--- config.mk ---
export PLATFORM = sky130hd
export DESIGN_NAME = mbx_read_lock
export DESIGN_NICKNAME = d
export VERILOG_FILES = /design/src/rtl/mlk_pkg.sv /design/src/rtl/mlk_timer.sv /design/src/rtl/mlk_lock_track.sv /design/src/rtl/mlk_hold_buf.sv /design/src/rtl/mlk_slot.sv /design/src/rtl/mbx_read_lock.sv
export SDC_FILE = /design/constraint.sdc
export NUM_CORES = 1
export LEC_CHECK = 0
export BUFFER_PORTS_ARGS = -buffer_cell sky130_fd_sc_hd__buf_2
export CAP_MARGIN = 20
export CORE_MARGIN = 4
export CORE_UTILIZATION = 61
export DETAILED_ROUTE_END_ITERATION = 10
export PLACE_DENSITY = 0.8
export SYNTH_ARGS = -nofsm -noshare
export SYNTH_HDL_FRONTEND = slang
export SYNTH_SLANG_ARGS = --single-unit
--- constraint.sdc ---
create_clock -name clk -period 5.18 [get_ports clk]
set_input_delay 0.259 -clock clk [delete_from_list [all_inputs] [get_ports clk]]
set_output_delay 0.259 -clock clk [all_outputs]
set_load 0.005 [all_outputs]
--- src/rtl/mlk_pkg.sv ---
package mlk_pkg;
  localparam logic [3:0] CODE_INACTIVE = 4'b0000;
  localparam logic [3:0] CODE_EMPTY    = 4'b0100;
  localparam logic [3:0] CODE_FULL     = 4'b0010;
  localparam logic [3:0] CODE_OVERRUN  = 4'b0110;

  typedef enum logic [1:0] {
    RD_CSW  = 2'd0,
    RD_PAY  = 2'd1,
    RD_TMR  = 2'd2,
    RD_NONE = 2'd3
  } rd_sel_e;
endpackage

--- src/rtl/mlk_timer.sv ---
module mlk_timer #(
  parameter int TMR_W = 16
) (
  input  logic             clk,
  input  logic             rst_n,
  output logic [TMR_W-1:0] count
);
  logic [TMR_W-1:0] count_q, count_n;

  always_comb begin
    count_n = count_q + TMR_W'(1);
  end

  always_ff @(posedge clk or negedge rst_n) begin
    if (!rst_n) count_q <= '0;
    else        count_q <= count_n;
  end

  assign count = count_q;
endmodule

--- src/rtl/mlk_lock_track.sv ---
module mlk_lock_track
  import mlk_pkg::*;
#(
  parameter int MB_W = 3
) (
  input  logic            clk,
  input  logic            rst_n,
  input  logic            rd_en,
  input  logic [1:0]      rd_sel,
  input  logic [MB_W-1:0] rd_mb,
  output logic            lock_valid,
  output logic [MB_W-1:0] lock_mb,
  output logic            lock_valid_nxt,
  output logic [MB_W-1:0] lock_mb_nxt
);
  logic            valid_q;
  logic [MB_W-1:0] mb_q;
  logic            take, drop, lock_en;

  always_comb begin
    take           = rd_en && (rd_sel == RD_CSW);
    drop           = rd_en && (rd_sel == RD_TMR);
    lock_en        = take || drop;
    lock_valid_nxt = valid_q;
    lock_mb_nxt    = mb_q;
    if (take) begin
      lock_valid_nxt = 1'b1;
      lock_mb_nxt    = rd_mb;
    end else if (drop) begin
      lock_valid_nxt = 1'b0;
    end
  end

  always_ff @(posedge clk or negedge rst_n) begin
    if (!rst_n) begin
      valid_q <= 1'b0;
      mb_q    <= '0;
    end else if (lock_en) begin
      valid_q <= lock_valid_nxt;
      mb_q    <= lock_mb_nxt;
    end
  end

  assign lock_valid = valid_q;
  assign lock_mb    = mb_q;

  assert_csw_read_locks_R1: assert property (@(posedge clk) disable iff (!rst_n)
    rd_en && rd_sel == RD_CSW |=> lock_valid && lock_mb == $past(rd_mb));

  assert_timer_read_unlocks_R2: assert property (@(posedge clk) disable iff (!rst_n)
    rd_en && rd_sel == RD_TMR |=> !lock_valid);

  assert_single_lock_moves_R3: assert property (@(posedge clk) disable iff (!rst_n)
    lock_valid && rd_en && rd_sel == RD_CSW && rd_mb != lock_mb |=> lock_mb != $past(lock_mb));

  assert_other_reads_keep_lock_R4: assert property (@(posedge clk) disable iff (!rst_n)
    !(rd_en && (rd_sel == RD_CSW || rd_sel == RD_TMR)) |=> $stable(lock_valid) && $stable(lock_mb));
endmodule

--- src/rtl/mlk_hold_buf.sv ---
module mlk_hold_buf #(
  parameter int MB_W  = 3,
  parameter int PAY_W = 32
) (
  input  logic             clk,
  input  logic             rst_n,
  input  logic             capture,
  input  logic [MB_W-1:0]  cap_mb,
  input  logic [PAY_W-1:0] cap_pay,
  input  logic             cap_ovr,
  input  logic             drain,
  output logic             hold_valid,
  output logic [MB_W-1:0]  hold_mb,
  output logic [PAY_W-1:0] hold_pay,
  output logic             hold_ovr
);
  logic             valid_q, valid_n;
  logic [MB_W-1:0]  mb_q;
  logic [PAY_W-1:0] pay_q;
  logic             ovr_q;

  always_comb begin
    valid_n = valid_q;
    if (capture)    valid_n = 1'b1;
    else if (drain) valid_n = 1'b0;
  end

  always_ff @(posedge clk or negedge rst_n) begin
    if (!rst_n) valid_q <= 1'b0;
    else        valid_q <= valid_n;
  end

  always_ff @(posedge clk or negedge rst_n) begin
    if (!rst_n) begin
      mb_q  <= '0;
      pay_q <= '0;
      ovr_q <= 1'b0;
    end else if (capture) begin
      mb_q  <= cap_mb;
      pay_q <= cap_pay;
      ovr_q <= cap_ovr;
    end
  end

  assign hold_valid = valid_q;
  assign hold_mb    = mb_q;
  assign hold_pay   = pay_q;
  assign hold_ovr   = ovr_q;

  assert_drain_empties_R6: assert property (@(posedge clk) disable iff (!rst_n)
    drain && !capture |=> !hold_valid);
endmodule

--- src/rtl/mlk_slot.sv ---
module mlk_slot
  import mlk_pkg::*;
#(
  parameter int PAY_W    = 32,
  parameter int MOVE_CYC = 2
) (
  input  logic             clk,
  input  logic             rst_n,
  input  logic             start,
  input  logic [PAY_W-1:0] start_pay,
  input  logic             start_ovr,
  input  logic             wr_en,
  input  logic [3:0]       wr_code,
  output logic [3:0]       code,
  output logic             busy,
  output logic [PAY_W-1:0] payload
);
  localparam int CNT_W = (MOVE_CYC > 1) ? $clog2(MOVE_CYC) : 1;
  localparam logic [CNT_W-1:0] CNT_LOAD = CNT_W'(MOVE_CYC - 1);

  logic [3:0]       code_q, code_n;
  logic             busy_q, busy_n;
  logic [CNT_W-1:0] cnt_q, cnt_n;
  logic [PAY_W-1:0] pay_q, pay_n;
  logic [PAY_W-1:0] stg_q;
  logic             ovr_q;
  logic             commit;

  always_comb begin
    code_n = code_q;
    busy_n = busy_q;
    cnt_n  = cnt_q;
    pay_n  = pay_q;
    commit = busy_q && (cnt_q == '0);
    if (wr_en) code_n = {wr_code[3:1], 1'b0};
    if (busy_q) begin
      if (commit) begin
        busy_n = 1'b0;
        pay_n  = stg_q;
        code_n = (ovr_q || code_q == CODE_FULL || code_q == CODE_OVERRUN)
                 ? CODE_OVERRUN : CODE_FULL;
      end else begin
        cnt_n = cnt_q - CNT_W'(1);
      end
    end
    if (start) begin
      busy_n = 1'b1;
      cnt_n  = CNT_LOAD;
    end
  end

  always_ff @(posedge clk or negedge rst_n) begin
    if (!rst_n) begin
      code_q <= CODE_INACTIVE;
      busy_q <= 1'b0;
      cnt_q  <= '0;
      pay_q  <= '0;
    end else begin
      code_q <= code_n;
      busy_q <= busy_n;
      cnt_q  <= cnt_n;
      pay_q  <= pay_n;
    end
  end

  always_ff @(posedge clk or negedge rst_n) begin
    if (!rst_n) begin
      stg_q <= '0;
      ovr_q <= 1'b0;
    end else if (start) begin
      stg_q <= start_pay;
      ovr_q <= start_ovr;
    end
  end

  assign code    = code_q;
  assign busy    = busy_q;
  assign payload = pay_q;

  assert_start_when_idle_R5: assert property (@(posedge clk) disable iff (!rst_n)
    start |-> !busy_q);

  assert_commit_marks_full_R8: assert property (@(posedge clk) disable iff (!rst_n)
    $fell(busy_q) |-> (code_q == CODE_FULL || code_q == CODE_OVERRUN));

  assert_busy_then_held_R5: assert property (@(posedge clk) disable iff (!rst_n)
    start |=> busy_q);
endmodule

--- src/rtl/mbx_read_lock.sv ---
module mbx_read_lock
  import mlk_pkg::*;
#(
  parameter int NUM_MB   = 8,
  parameter int PAY_W    = 32,
  parameter int TMR_W    = 16,
  parameter int MOVE_CYC = 2,
  localparam int MB_W    = $clog2(NUM_MB)
) (
  input  logic             clk,
  input  logic             rst_n,
  input  logic             cpu_rd_en,
  input  logic [1:0]       cpu_rd_sel,
  input  logic [MB_W-1:0]  cpu_rd_mb,
  output logic [PAY_W-1:0] cpu_rd_data,
  input  logic             cpu_wr_en,
  input  logic [MB_W-1:0]  cpu_wr_mb,
  input  logic [3:0]       cpu_wr_code,
  input  logic             rx_valid,
  input  logic [MB_W-1:0]  rx_mb,
  input  logic [PAY_W-1:0] rx_payload,
  output logic             lock_valid,
  output logic [MB_W-1:0]  lock_mb
);
  logic [3:0]       slot_code [NUM_MB];
  logic [PAY_W-1:0] slot_pay  [NUM_MB];
  logic [NUM_MB-1:0] slot_busy;

  logic             lock_v_nxt;
  logic [MB_W-1:0]  lock_m_nxt;
  logic             hold_valid, hold_ovr;
  logic [MB_W-1:0]  hold_mb;
  logic [PAY_W-1:0] hold_pay;
  logic [TMR_W-1:0] tmr_val;

  logic rx_act, rx_locked, replace, rx_hold, rx_direct;
  logic hold_locked, launch, launch_go;

  mlk_timer #(.TMR_W(TMR_W)) u_timer (
    .clk(clk), .rst_n(rst_n), .count(tmr_val)
  );

  mlk_lock_track #(.MB_W(MB_W)) u_lock (
    .clk(clk), .rst_n(rst_n),
    .rd_en(cpu_rd_en), .rd_sel(cpu_rd_sel), .rd_mb(cpu_rd_mb),
    .lock_valid(lock_valid), .lock_mb(lock_mb),
    .lock_valid_nxt(lock_v_nxt), .lock_mb_nxt(lock_m_nxt)
  );

  always_comb begin
    rx_act      = rx_valid && (slot_code[rx_mb] != CODE_INACTIVE);
    rx_locked   = lock_v_nxt && (lock_m_nxt == rx_mb);
    replace     = rx_act && hold_valid && (hold_mb == rx_mb);
    rx_hold     = rx_act && (rx_locked || replace);
    rx_direct   = rx_act && !rx_hold;
    hold_locked = lock_v_nxt && (lock_m_nxt == hold_mb);
    launch      = hold_valid && !replace && !hold_locked && !slot_busy[hold_mb];
    launch_go   = launch && (slot_code[hold_mb] != CODE_INACTIVE);
  end

  mlk_hold_buf #(.MB_W(MB_W), .PAY_W(PAY_W)) u_hold (
    .clk(clk), .rst_n(rst_n),
    .capture(rx_hold), .cap_mb(rx_mb), .cap_pay(rx_payload), .cap_ovr(replace),
    .drain(launch),
    .hold_valid(hold_valid), .hold_mb(hold_mb), .hold_pay(hold_pay), .hold_ovr(hold_ovr)
  );

  for (genvar i = 0; i < NUM_MB; i++) begin : g_slot
    logic hit_rx, hit_hold, hit_wr;
    assign hit_rx   = rx_direct && (rx_mb == MB_W'(i));
    assign hit_hold = launch_go && (hold_mb == MB_W'(i));
    assign hit_wr   = cpu_wr_en && (cpu_wr_mb == MB_W'(i));

    mlk_slot #(.PAY_W(PAY_W), .MOVE_CYC(MOVE_CYC)) u_slot (
      .clk(clk), .rst_n(rst_n),
      .start(hit_rx || hit_hold),
      .start_pay(hit_hold ? hold_pay : rx_payload),
      .start_ovr(hit_hold && hold_ovr),
      .wr_en(hit_wr), .wr_code(cpu_wr_code),
      .code(slot_code[i]), .busy(slot_busy[i]), .payload(slot_pay[i])
    );

    assert_no_movein_when_locked_R6: assert property (@(posedge clk) disable iff (!rst_n)
      $rose(slot_busy[i]) |-> !(lock_valid && lock_mb == MB_W'(i)));
  end

  always_comb begin
    cpu_rd_data = '0;
    if (cpu_rd_en) begin
      case (cpu_rd_sel)
        RD_CSW:  cpu_rd_data = PAY_W'({slot_code[cpu_rd_mb][3:1], slot_busy[cpu_rd_mb]});
        RD_PAY:  cpu_rd_data = slot_pay[cpu_rd_mb];
        RD_TMR:  cpu_rd_data = PAY_W'(tmr_val);
        default: cpu_rd_data = '0;
      endcase
    end
  end

  assert_replace_marks_overrun_R7: assert property (@(posedge clk) disable iff (!rst_n)
    replace |=> hold_valid && hold_ovr);

  assert_inactive_drops_frame_R10: assert property (@(posedge clk) disable iff (!rst_n)
    rx_valid && slot_code[rx_mb] == CODE_INACTIVE && !slot_busy[rx_mb] && !cpu_wr_en
    |=> slot_code[$past(rx_mb)] == CODE_INACTIVE && !slot_busy[$past(rx_mb)]);
endmodule

==> out/qor.yml <==
vdd_drop_max_uv: 372.9
ys_async_sr_fraction_pct: 100.0
areaGrowthSynthToFinish_pct: 11.34
synthDistinctLibCells: 63
grt_pass1_wl_mm: 131.1
place_congestion: 0.9295
syn_nets: 2597
pwr_density_cell_mw_per_mm2: 514.7
cts_resized: 0
top_usage_layer: "met2"
use_met3_pct: 6.961
row_count: 80
synth.largest_area_cell: "dfrtp_1"
start_util_pct: 61.76
io_pins: 88
maxCapViolCount: 0
grt_max_degree: 112
reg2reg_depth: 7
postCtsSetupRepairBufs: 0
vias: 21000
drtPass1Iterations: 5
cts_buffer_depth: 3
synth_top_area_share_pct: 52.93
arrival_ps: 4320
crit_buf_inv: 1
hold_buffers: 2
clock_latency_ps: 590
die_h_um: 228.1
cts_sinks: 625
synth_seq_cells: 625
synth_edf_count: 0
syn_area_mm2: 0.02955
crit_family: "compound AO/OA/AOI/OAI gates"
period_minus_slack_ps: 3873
wirelength_mm: 86.09
synth.area.top_cells: "dfrtp_1, mux2_2, nand2_1"
final_cell_area_mm2: 0.03290
holdPathStages: 2
grt_pass1_vias: 22110
r2r_slack_ps: 1310
crit_path_end_kind: "register"
leakage_nw: 15.84
root_buffer: "clkbuf_16"
worst_path_largest_cell_delay_ps: 860
gr-usage-all-layers_pct: 32.84
crit_fanout: 21
clock.fmax_mhz: 258.2
fin_crit_sh_pct: 74.78
syn_avg_cell_area_um2: 11.62
path_clk_slew_ps: 60
hold_violations: 0
hp-class: "in2reg"
grtUsageMet2_pct: 53.37
drive_gt1_share_pct: 29.10
viasPerCell: 6.442
grt_overflow: 0
post-place-ws_ps: 1368
h-tree-depth: 3
synthFlopType: "dfrtp_1"
outcome: "finished, final reports clean"
power_mw: 16.94
path_class: "reg2reg"
hpwl_mm: 50.51
cts_tree: "done"
worst_pin_slew_ps: 1169
core-area_mm2: 0.04785
reg2reg_to: "g_slot[2].u_slot.stg_q[15]$_DFFE_PN0P_"
finalSetupViolations: 0
yosysWarnings: 0
nets: 2655
fin_ws_ps: 1307
port_buffers: 86
synth_cells: 2544
routedWlPerCell_um: 26.41
worst_clock_skew_ps: 21.35
die_area_mm2: 0.05203
drt_iter0_markers: 2055
worstPathRequired_ps: 5630
drc_errors: 0
tns_ps: 0
min_to: "u_hold.hold_pay[30]$_DFFE_PN0P_"
hold_start: "rx_payload[30]"
crit_path_start_kind: "register"
final_antenna_net_count: 0
slew_headroom_pct: 21.76
antenna_found_initial: 6
yosysSeqAreaShare_pct: 52.93
cts-buffers-inserted: 66
dpl_cell_area_mm2: 0.03071
grtUsageMet1_pct: 42.46
die_width_um: 228.1
slew_viol_final: 0
cp_cell_sequence: "nor4_1, mux2i_1, a22o_1, o211ai_4, buf_4, mux2_2, mux2_1"
rsz0062_at_grt: "false"
crit_slowest_cell: "o211ai_4"
timing.rr.start: "g_slot[0].u_slot.code[1]$_DFF_PN0_"
==> how the worst max path moves through the flow <==
stage | startpoint | end | cells past startpoint
6_report | g_slot[0].u_slot.code[1]$_DFF_PN0_ | g_slot[2].u_slot.stg_q[15]$_DFFE_PN0P_ | 7
3_5_place_dp | cpu_rd_mb[0] | cpu_rd_data[0] | 7
4_1_cts | cpu_rd_mb[0] | cpu_rd_data[0] | 7
2_1_floorplan | g_slot[1].u_slot.code[1]$_DFF_PN0_ | g_slot[1].u_slot.stg_q[31]$_DFFE_PN0P_ | 8
5_1_grt | g_slot[0].u_slot.code[1]$_DFF_PN0_ | g_slot[2].u_slot.stg_q[13]$_DFFE_PN0P_ | 7
3_3_place_gp | cpu_rd_mb[0] | cpu_rd_data[0] | 7
==> synthesized netlist by cell type (28+ instances only) <==
cell,instances
dfrtp_1,625
nor2_1,76
mux4_2,78
nand2_1,728
clkbuf_1,97
nand3_1,28
o21ai_0,38
inv_1,33
mux2_2,387
mux2_1,59
a221o_1,31
buf_2,34
mux2i_1,88
==> registers in the layout, summed over array words and instances (netlist names) <==
name	cells
g_slot.u_slot.payload	256
g_slot.u_slot.stg_q	256
g_slot.u_slot.code	32
u_hold.hold_pay	32
u_timer.count	16
g_slot.u_slot.busy	8
g_slot.u_slot.cnt_q	8
g_slot.u_slot.ovr_q	8
u_hold.hold_mb	3
u_lock.lock_mb	3
u_hold.hold_ovr	1
u_hold.hold_valid	1
u_lock.lock_valid	1
==> kinds of logic (layout without fill, tap and decap cells) <==
family,Yosys count,after routing,synth area share (%)
xor+xnor,27,27,0.8257
flops,625,625,52.93
mux,633,633,26.98
compound gates,134,134,3.442
fa+ha+maj,1,1,0.04234
other cells,0,2,0
buf+inv,188,287,2.672
simple gates,936,936,13.10
==> power by group <==
part | switching, mW | internal, mW
clock network | 1.93 | 2.77
logic | 1.83 | 2.23
registers | 1.36 | 6.82
==> metrics by stage <==
| stage | utilization (%) | instances | hold slack, ps |
|---|---|---|---|
| 5_1_grt | 68.76 | 3259 | 27.77 |
| 3_5_place_dp | 64.18 | 3144 | 345.6 |
| 4_1_cts | 68.66 | 3255 | 1.316 |
| 2_1_floorplan | - | 2544 | -36.59 |
| 6_report | 68.77 | 3260 | 14.14 |
| 3_3_place_gp | 64.18 | 3144 | 354.6 |
==> cell usage in the layout, fill, tap and decap left out, types with 33 or more instances in the layout <==
cell type and instances:
nand2_1 723, dfrtp_1 625, mux2_2 387, mux2i_1 88, buf_2 83, mux4_2 78, nor2_1 76, clkbuf_16 69
mux2_1 59, buf_4 51, o21ai_0 38, inv_1 33
==> area by class of cell <==
cell class / instances / area (um^2)
inverters: 33 / 123.9
clock buffers: 94 / 1961
well taps: 615 / 769.5
clock inverters: 15 / 160.2
fillers: 3315 / 14940
multi-input cells: 1731 / 13250
repair buffers: 145 / 993.5
diodes: 2 / 5.005
flip-flops and latches: 625 / 15640
==> routing by layer <==
| layer | up-vias | wire length (um) |
|---|---|---|
| met5 | - | 99 |
| met4 | 10 | 4994 |
| met3 | 359 | 8069 |
| met2 | 1107 | 40800 |
| met1 | 10650 | 32120 |
| li1 | 8875 | - |
==> worst reg2reg max path: cells and delay by family, from the launching register on <==
kind | cells | cell delay (ps)
muxes | 3 | 850
DFF | 1 | 420
and+or+nand+nor | 1 | 550
buffers and inverters | 1 | 600
AOI/OAI and AO/OA | 2 | 1320
Note: power is estimated with default switching activity, not from simulation.
